$ cat src/rtl/nprime_pkg.sv
`timescale 1ns/1ps
// Package: shared defaults and the sequencer state type for the N' calculator.
// Assumes: widths here are defaults only; modules take their own parameters.
package nprime_pkg;

    localparam int unsigned DEF_RES_W  = 8;   // result width (bits of N')
    localparam int unsigned DEF_AUX_W  = 5;   // side field width
    localparam int unsigned DEF_AUX_LSB = 16; // side field position in readback word
    localparam int unsigned DEF_WORD_W = 32;  // readback word width

    typedef enum logic {
        SEQ_IDLE = 1'b0,
        SEQ_RUN  = 1'b1
    } seq_state_t;

endpackage

$ cat src/rtl/nprime_seq.sv
`timescale 1ns/1ps
// Module: nprime_seq
// Sequences one run: a start begins a run of RES_W steps, one per cycle.
// A start during a run restarts it. The finishing cycle raises fin, and
// done follows one cycle later, exactly once per completed run.
// Assumes: start is a single-cycle strobe from the host write path.
module nprime_seq
    import nprime_pkg::*;
#(
    parameter int unsigned RES_W = DEF_RES_W,
    localparam int unsigned CW = $clog2(RES_W)
) (
    input  logic          clk,
    input  logic          rst_n,
    input  logic          start,
    output logic          step,
    output logic [CW-1:0] bit_idx,
    output logic          fin,
    output logic          busy,
    output logic          done
);

    localparam logic [CW-1:0] LAST_IDX = CW'(RES_W - 1);

    seq_state_t    state_q;
    logic [CW-1:0] cnt_q;
    logic          done_q;
    logic          last;

    // Decode the final step, and suppress finishing when a restart arrives.
    always_comb begin
        last = (state_q == SEQ_RUN) && (cnt_q == LAST_IDX);
        fin  = last && !start;
    end

    // State, bit counter and the delayed completion pulse.
    always_ff @(posedge clk) begin
        if (!rst_n) begin
            state_q <= SEQ_IDLE;
            cnt_q   <= '0;
            done_q  <= 1'b0;
        end else begin
            done_q <= fin;
            if (start) begin
                state_q <= SEQ_RUN;
                cnt_q   <= '0;
            end else if (state_q == SEQ_RUN) begin
                if (last) begin
                    state_q <= SEQ_IDLE;
                end else begin
                    cnt_q <= cnt_q + 1'b1;
                end
            end
        end
    end

    assign step    = (state_q == SEQ_RUN);
    assign bit_idx = cnt_q;
    assign busy    = (state_q == SEQ_RUN);
    assign done    = done_q;

endmodule

$ cat src/rtl/nprime_datapath.sv
`timescale 1ns/1ps
// Module: nprime_datapath
// Bit-serial solver for N' with N*N' = -1 mod 2^RES_W. Step i inspects bit i
// of the running product. If it is clear, bit i of N' is set and N<<i is
// added. np_next presents the value after the current step, so the result
// can be captured on the finishing edge.
// Assumes: the loaded byte is odd; an even byte gives no valid inverse.
module nprime_datapath
    import nprime_pkg::*;
#(
    parameter int unsigned RES_W = DEF_RES_W,
    localparam int unsigned CW = $clog2(RES_W)
) (
    input  logic             clk,
    input  logic             rst_n,
    input  logic             load,
    input  logic [RES_W-1:0] n_in,
    input  logic             step,
    input  logic [CW-1:0]    bit_idx,
    output logic [RES_W-1:0] np_next
);

    logic [RES_W-1:0] n_q;
    logic [RES_W-1:0] acc_q;
    logic [RES_W-1:0] np_q;
    logic [RES_W-1:0] set_vec;
    logic [RES_W-1:0] shifted_n;
    logic [RES_W-1:0] acc_next;

    // One set-decision per result bit: active on its own step with a clear product bit.
    for (genvar i = 0; i < RES_W; i++) begin : g_bit
        assign set_vec[i] = step && (bit_idx == CW'(i)) && !acc_q[i];
    end

    // Next product and next partial inverse for the current step.
    always_comb begin
        shifted_n = n_q << bit_idx;
        acc_next  = (|set_vec) ? (acc_q + shifted_n) : acc_q;
        np_next   = np_q | set_vec;
    end

    // Operand capture on start, then per-step update of product and inverse.
    always_ff @(posedge clk) begin
        if (!rst_n) begin
            n_q   <= '0;
            acc_q <= '0;
            np_q  <= '0;
        end else if (load) begin
            n_q   <= n_in;
            acc_q <= '0;
            np_q  <= '0;
        end else if (step) begin
            acc_q <= acc_next;
            np_q  <= np_next;
        end
    end

endmodule

$ cat src/rtl/nprime_resreg.sv
`timescale 1ns/1ps
// Module: nprime_resreg
// Holds the result field and the side field. A host write loads both. A
// finishing run loads the result field only and wins over a host write in
// the same cycle.
// Assumes: fin is high for one cycle per completed run.
module nprime_resreg
    import nprime_pkg::*;
#(
    parameter int unsigned RES_W = DEF_RES_W,
    parameter int unsigned AUX_W = DEF_AUX_W
) (
    input  logic             clk,
    input  logic             rst_n,
    input  logic             host_wr,
    input  logic [RES_W-1:0] host_res,
    input  logic [AUX_W-1:0] host_aux,
    input  logic             fin,
    input  logic [RES_W-1:0] calc_res,
    output logic [RES_W-1:0] res,
    output logic [AUX_W-1:0] aux
);

    logic [RES_W-1:0] res_q;
    logic [AUX_W-1:0] aux_q;

    // Result field: the computed value has priority over the host value.
    always_ff @(posedge clk) begin
        if (!rst_n) begin
            res_q <= '0;
        end else if (fin) begin
            res_q <= calc_res;
        end else if (host_wr) begin
            res_q <= host_res;
        end
    end

    // Side field: only the host writes it.
    always_ff @(posedge clk) begin
        if (!rst_n) begin
            aux_q <= '0;
        end else if (host_wr) begin
            aux_q <= host_aux;
        end
    end

    assign res = res_q;
    assign aux = aux_q;

endmodule

$ cat src/rtl/nprime_calc.sv
`timescale 1ns/1ps
// Module: nprime_calc (top)
// Montgomery negative-inverse byte calculator. A modulus-byte write starts a
// RES_W-cycle bit-serial run. The readback word shows the result at the low
// bits, busy just above it, and a host-owned side field at AUX_LSB.
// Assumes: AUX_LSB > RES_W and AUX_LSB + AUX_W <= WORD_W.
module nprime_calc
    import nprime_pkg::*;
#(
    parameter int unsigned RES_W   = DEF_RES_W,
    parameter int unsigned AUX_W   = DEF_AUX_W,
    parameter int unsigned AUX_LSB = DEF_AUX_LSB,
    parameter int unsigned WORD_W  = DEF_WORD_W
) (
    input  logic              clk,
    input  logic              rst_n,
    input  logic              mod_wr,
    input  logic [RES_W-1:0]  mod_byte,
    input  logic              word_wr,
    input  logic [RES_W-1:0]  word_res,
    input  logic [AUX_W-1:0]  word_aux,
    output logic [WORD_W-1:0] result_word,
    output logic              busy,
    output logic              done
);

    localparam int unsigned CW       = $clog2(RES_W);
    localparam int unsigned BUSY_POS = RES_W;

    logic          step;
    logic [CW-1:0] bit_idx;
    logic          fin;
    logic          busy_w;
    logic          done_w;
    logic [RES_W-1:0] np_next;
    logic [RES_W-1:0] res;
    logic [AUX_W-1:0] aux;

    nprime_seq #(.RES_W(RES_W)) u_seq (
        .clk     (clk),
        .rst_n   (rst_n),
        .start   (mod_wr),
        .step    (step),
        .bit_idx (bit_idx),
        .fin     (fin),
        .busy    (busy_w),
        .done    (done_w)
    );

    nprime_datapath #(.RES_W(RES_W)) u_dp (
        .clk     (clk),
        .rst_n   (rst_n),
        .load    (mod_wr),
        .n_in    (mod_byte),
        .step    (step),
        .bit_idx (bit_idx),
        .np_next (np_next)
    );

    nprime_resreg #(.RES_W(RES_W), .AUX_W(AUX_W)) u_reg (
        .clk      (clk),
        .rst_n    (rst_n),
        .host_wr  (word_wr),
        .host_res (word_res),
        .host_aux (word_aux),
        .fin      (fin),
        .calc_res (np_next),
        .res      (res),
        .aux      (aux)
    );

    // Assemble the readback word from the fields and the live busy flag.
    always_comb begin
        result_word                     = '0;
        result_word[RES_W-1:0]          = res;
        result_word[BUSY_POS]           = busy_w;
        result_word[AUX_LSB +: AUX_W]   = aux;
    end

    assign busy = busy_w;
    assign done = done_w;

endmodule

$ cat config.mk
export PLATFORM = sky130hd
export DESIGN_NAME = nprime_calc
export DESIGN_NICKNAME = d
export VERILOG_FILES = /design/src/rtl/nprime_pkg.sv /design/src/rtl/nprime_seq.sv /design/src/rtl/nprime_datapath.sv /design/src/rtl/nprime_resreg.sv /design/src/rtl/nprime_calc.sv
export SDC_FILE = /design/constraint.sdc
export NUM_CORES = 1
export LEC_CHECK = 0
export CAP_MARGIN = 20
export CORE_UTILIZATION = 55
export CTS_BUF_LIST = sky130_fd_sc_hd__clkbuf_8
export DETAILED_ROUTE_END_ITERATION = 8
export DONT_BUFFER_PORTS = 1
export HOLD_SLACK_MARGIN = 0.08
export PLACE_DENSITY = 0.7
export SLEW_MARGIN = 20
export SYNTH_ARGS = -nofsm -noshare
export SYNTH_HDL_FRONTEND = slang
export SYNTH_HIERARCHICAL = 1
export SYNTH_SLANG_ARGS = --single-unit
$ cat constraint.sdc
create_clock -name clk -period 3.3 [get_ports clk]
set_input_delay 0.33 -clock clk [delete_from_list [all_inputs] [get_ports clk]]
set_output_delay 0.33 -clock clk [all_outputs]
set_load 0.1 [all_outputs]
==> results of run 1 <==
registers in the layout (all words and copies together), names as in the netlist:
signal,count
u_dp/np_q,8
u_dp/n_q,8
u_seq/bit_idx,3
u_reg/res,8
u_reg/aux,5
u_dp/acc_q,8
u_seq/busy,1
u_seq/done,1
area by class of cell:
cell class | count | area (um2)
fillers | 398 | 1790
flip-flops and latches | 42 | 842
inverters | 9 | 33.8
clock inverters | 3 | 43.8
well taps | 52 | 65.1
clock buffers | 5 | 68.8
multi-input cells | 190 | 1470
repair buffers | 6 | 45.0
stage by stage:
stage | setup WS, ns | hold slack (ns) | std cells | instance area (um2) | total power [mW]
2_1_floorplan | 0.293 | 0.448 | 271 | 2540 | 0.840
3_3_place_gp | 0.513 | 0.452 | 299 | 2450 | 0.832
3_5_place_dp | 0.498 | 0.461 | 299 | 2450 | 0.835
4_1_cts | 0.457 | 0.129 | 307 | 2560 | 1.25
5_1_grt | 0.251 | 0.127 | 307 | 2560 | 1.28
6_report | 0.445 | 0.139 | 307 | 2560 | 1.24
per-layer routing:
layer  track usage (%)  share of wire (%)  vias up
met2              30.9                 47       47
li1                  -                  -      843
met1              24.5                 46      811
met4              11.1                2.7        0
met3              4.68                4.5        8
met5                 0                  0        -
cells by family (layout without fill, tap and decap cells):
| logic type | after synthesis | after routing | synth area share [%] |
|---|---|---|---|
| AND/OR/NAND/NOR | 78 | 78 | 17.4 |
| flip-flops | 42 | 42 | 33.9 |
| multiplexers | 41 | 41 | 20.7 |
| AO/OA/AOI/OAI | 40 | 40 | 11.9 |
| buffers and inverters | 39 | 23 | 9.59 |
| adder cells (fa/ha/maj) | 10 | 10 | 5.35 |
| XOR/XNOR | 3 | 3 | 1.06 |
| other | 1 | 18 | 0.151 |
worst paths after layout:
kind	endpoint	startpoint	slack, ns
max	u_dp/acc_q[7]$_SDFFE_PP0P_	u_seq/bit_idx[0]$_SDFFE_PP0P_	0.44
min	u_seq/busy$_SDFF_PN0_	rst_n	0.14
max reg2reg	u_dp/acc_q[7]$_SDFFE_PP0P_	u_seq/bit_idx[0]$_SDFFE_PP0P_	0.44
min reg2reg	u_dp/acc_q[6]$_SDFFE_PP0P_	u_dp/acc_q[6]$_SDFFE_PP0P_	0.52
synth_stat cells, types with 2 or more instances:
| master | n |
|---|---|
| mux2_2 | 6 |
| o21bai_1 | 2 |
| buf_6 | 2 |
| or3_1 | 3 |
| o22ai_1 | 2 |
| o211a_1 | 8 |
| dfxtp_1 | 42 |
| mux4_1 | 2 |
| nand2_1 | 10 |
| nor3_1 | 2 |
| nor2b_1 | 25 |
| o31ai_1 | 2 |
| mux2i_1 | 25 |
| a31o_2 | 2 |
| a21oi_1 | 8 |
| buf_4 | 20 |
| mux2_4 | 5 |
| nand3_1 | 2 |
| nand2b_1 | 14 |
| o21a_1 | 2 |
| nor2_1 | 16 |
| clkbuf_1 | 7 |
| o21ai_0 | 4 |
| inv_1 | 9 |
| mux4_2 | 3 |
| a21o_1 | 5 |
| ha_1 | 9 |
| xnor2_1 | 2 |
where the power goes:
group | switching, mW | leakage, nW | internal [mW] | total [mW]
Clock | 0.185 | 0.0585 | 0.227 | 0.412
Sequential | 0.0847 | 0.344 | 0.526 | 0.611
Combinational | 0.148 | 0.763 | 0.0640 | 0.213
==> impl_metrics.env, run 1 <==
export IMPL_status="finished clean"
export IMPL_worst_endpoint_arrival_ns=3.04
export IMPL_timing_max_slew_rel_slack_pct=34.5
export IMPL_synth_enable_flop_cells=0
export IMPL_post_route_setup_tns_ns=0
export IMPL_grt_antenna_before_repair=0
export IMPL_chipWidth_um=69.2
export IMPL_cp_buffers_inverters=1
export IMPL_clock_insertion_delay_worst_skew_ns=0.30
export IMPL_crit_slowest_cell="dfxtp_1"
export IMPL_synthFlopType="dfxtp_1"
export IMPL_crit_cells=10
export IMPL_drv_cap=0
export IMPL_place_hpwl_mm=3.11
export IMPL_dieArea_mm2=0.00478
export IMPL_crit_family="multiplexers"
export IMPL_core_area_mm2=0.00435
export IMPL_min_delay_path_class="primary input to flip-flop"
export IMPL_num_io_pins=59
export IMPL_dieHeight_um=69.2
export IMPL_path_cells="buf_4 > mux2i_1 > o21ai_0 > mux2_2 > ha_1 > a21o_1 > a31o_2 > or3_1 > a21oi_1 > mux2_2"
export IMPL_placement_rows=24
export IMPL_finalHoldViolCount=0
export IMPL_worst_ep_required_time_ns=3.49
export IMPL_layout_min_cycle_time_ns=2.86
export IMPL_grt_start_max_net_pins=25
export IMPL_fin_clk_skew_ns=0.00790
export IMPL_root_buffer="clkbuf_8"
export IMPL_min_delay_path_depth=1
export IMPL_drc=0
export IMPL_most_frequent_cells_in_the_layout="41 x dfxtp_1, 25 x nor2b_1, 25 x mux2i_1"
export IMPL_ctsHtreeMaxLevel=2
export IMPL_synth_top_cell_area_share_pct=33.9
export IMPL_setup_worst_path_start_class="flip-flop"
export IMPL_synthDominantAreaCellType="dfxtp_1"
export IMPL_final_core_util_pct=58.9
export IMPL_gp_routability_congestion=0.802
export IMPL_areaGrowthSynthToFinish_pct=3.38
export IMPL_number_of_instances_in_the_synthesized_netlist=254
export IMPL_clkTransAtPathRegs_ns=0.08
export IMPL_criticalPathCategory="flip-flop to flip-flop"
export IMPL_mostFrequentLayoutCell="dfxtp_1"
export IMPL_floorplan_initialDensity_pct=57.0
export IMPL_postCtsResizedCells=0
export IMPL_postCtsSetupRepairBufs=0
export IMPL_crit_path_max_incr_delay_ns=0.37
export IMPL_powerDensity_mw_per_mm2=482
export IMPL_highest_clock_rate_mhz=350
export IMPL_clock_tree_buffer_depth=2
export IMPL_synth_area_per_cell_um2=9.76
export IMPL_synth_ff_latch_count=42
export IMPL_clkSinkCount=42
export IMPL_io_buffer_count=0
export IMPL_routed_wl_mm=4.20
export IMPL_leakagePower_nw=1.16
export IMPL_critPathMostFrequentCell="mux2_2"
export IMPL_timing_worst_slew_pin_value_ns=0.982
export IMPL_synthesis_yosys_warnings=6
export IMPL_hold_buffers=0
export IMPL_postSynth_asyncResetShare_pct=0
export IMPL_drv_slew=0
export IMPL_synth_area_top_cells="dfxtp_1 34%, mux2i_1 10%, nor2b_1 6.3%"
export IMPL_grt_first_pass_wirelength_mm=7.45
export IMPL_vias=1709
export IMPL_via_density=5.57
export IMPL_grt_ovfl_total=0
export IMPL_drt_first_iter_violations=59
export IMPL_netlist_cell_type_count=43
export IMPL_detail_route_antenna_nets=0
export IMPL_num_antenna_cells=0
export IMPL_ir_worst_vdd_v=0.000364
export IMPL_cts_tree="yes"
export IMPL_routedWlPerCell_um=13.7
export IMPL_setup_violations=0
export IMPL_tritoncts_num_buffers=5
export IMPL_cp_max_fo=6
export IMPL_global_route_usage_total_pct=19.6
export IMPL_layout_worst_path_cycle_share_pct=86.5
export IMPL_first_pass_iters=4
export IMPL_end_kind="flip-flop"
export IMPL_finish_net_count=289
export IMPL_rsz0062_at_grt="false"
export IMPL_syn_area_mm2=0.00248
export IMPL_ys_seq_area_share_pct=33.9
export IMPL_reg2regPathDepth=10
export IMPL_number_of_global_route_vias_before_repair=1642
export IMPL_drive_above_1_share_pct=13.7
Power figures use the tool's default switching activity.
==> run 2, diff against run 1 <==
Settings changed: SETUP_SLACK_MARGIN from default to 0.2, SLEW_MARGIN 20 to 30.
==> results of run 2 <==
Final layout, timing and power as in run 1 (identical DEF).
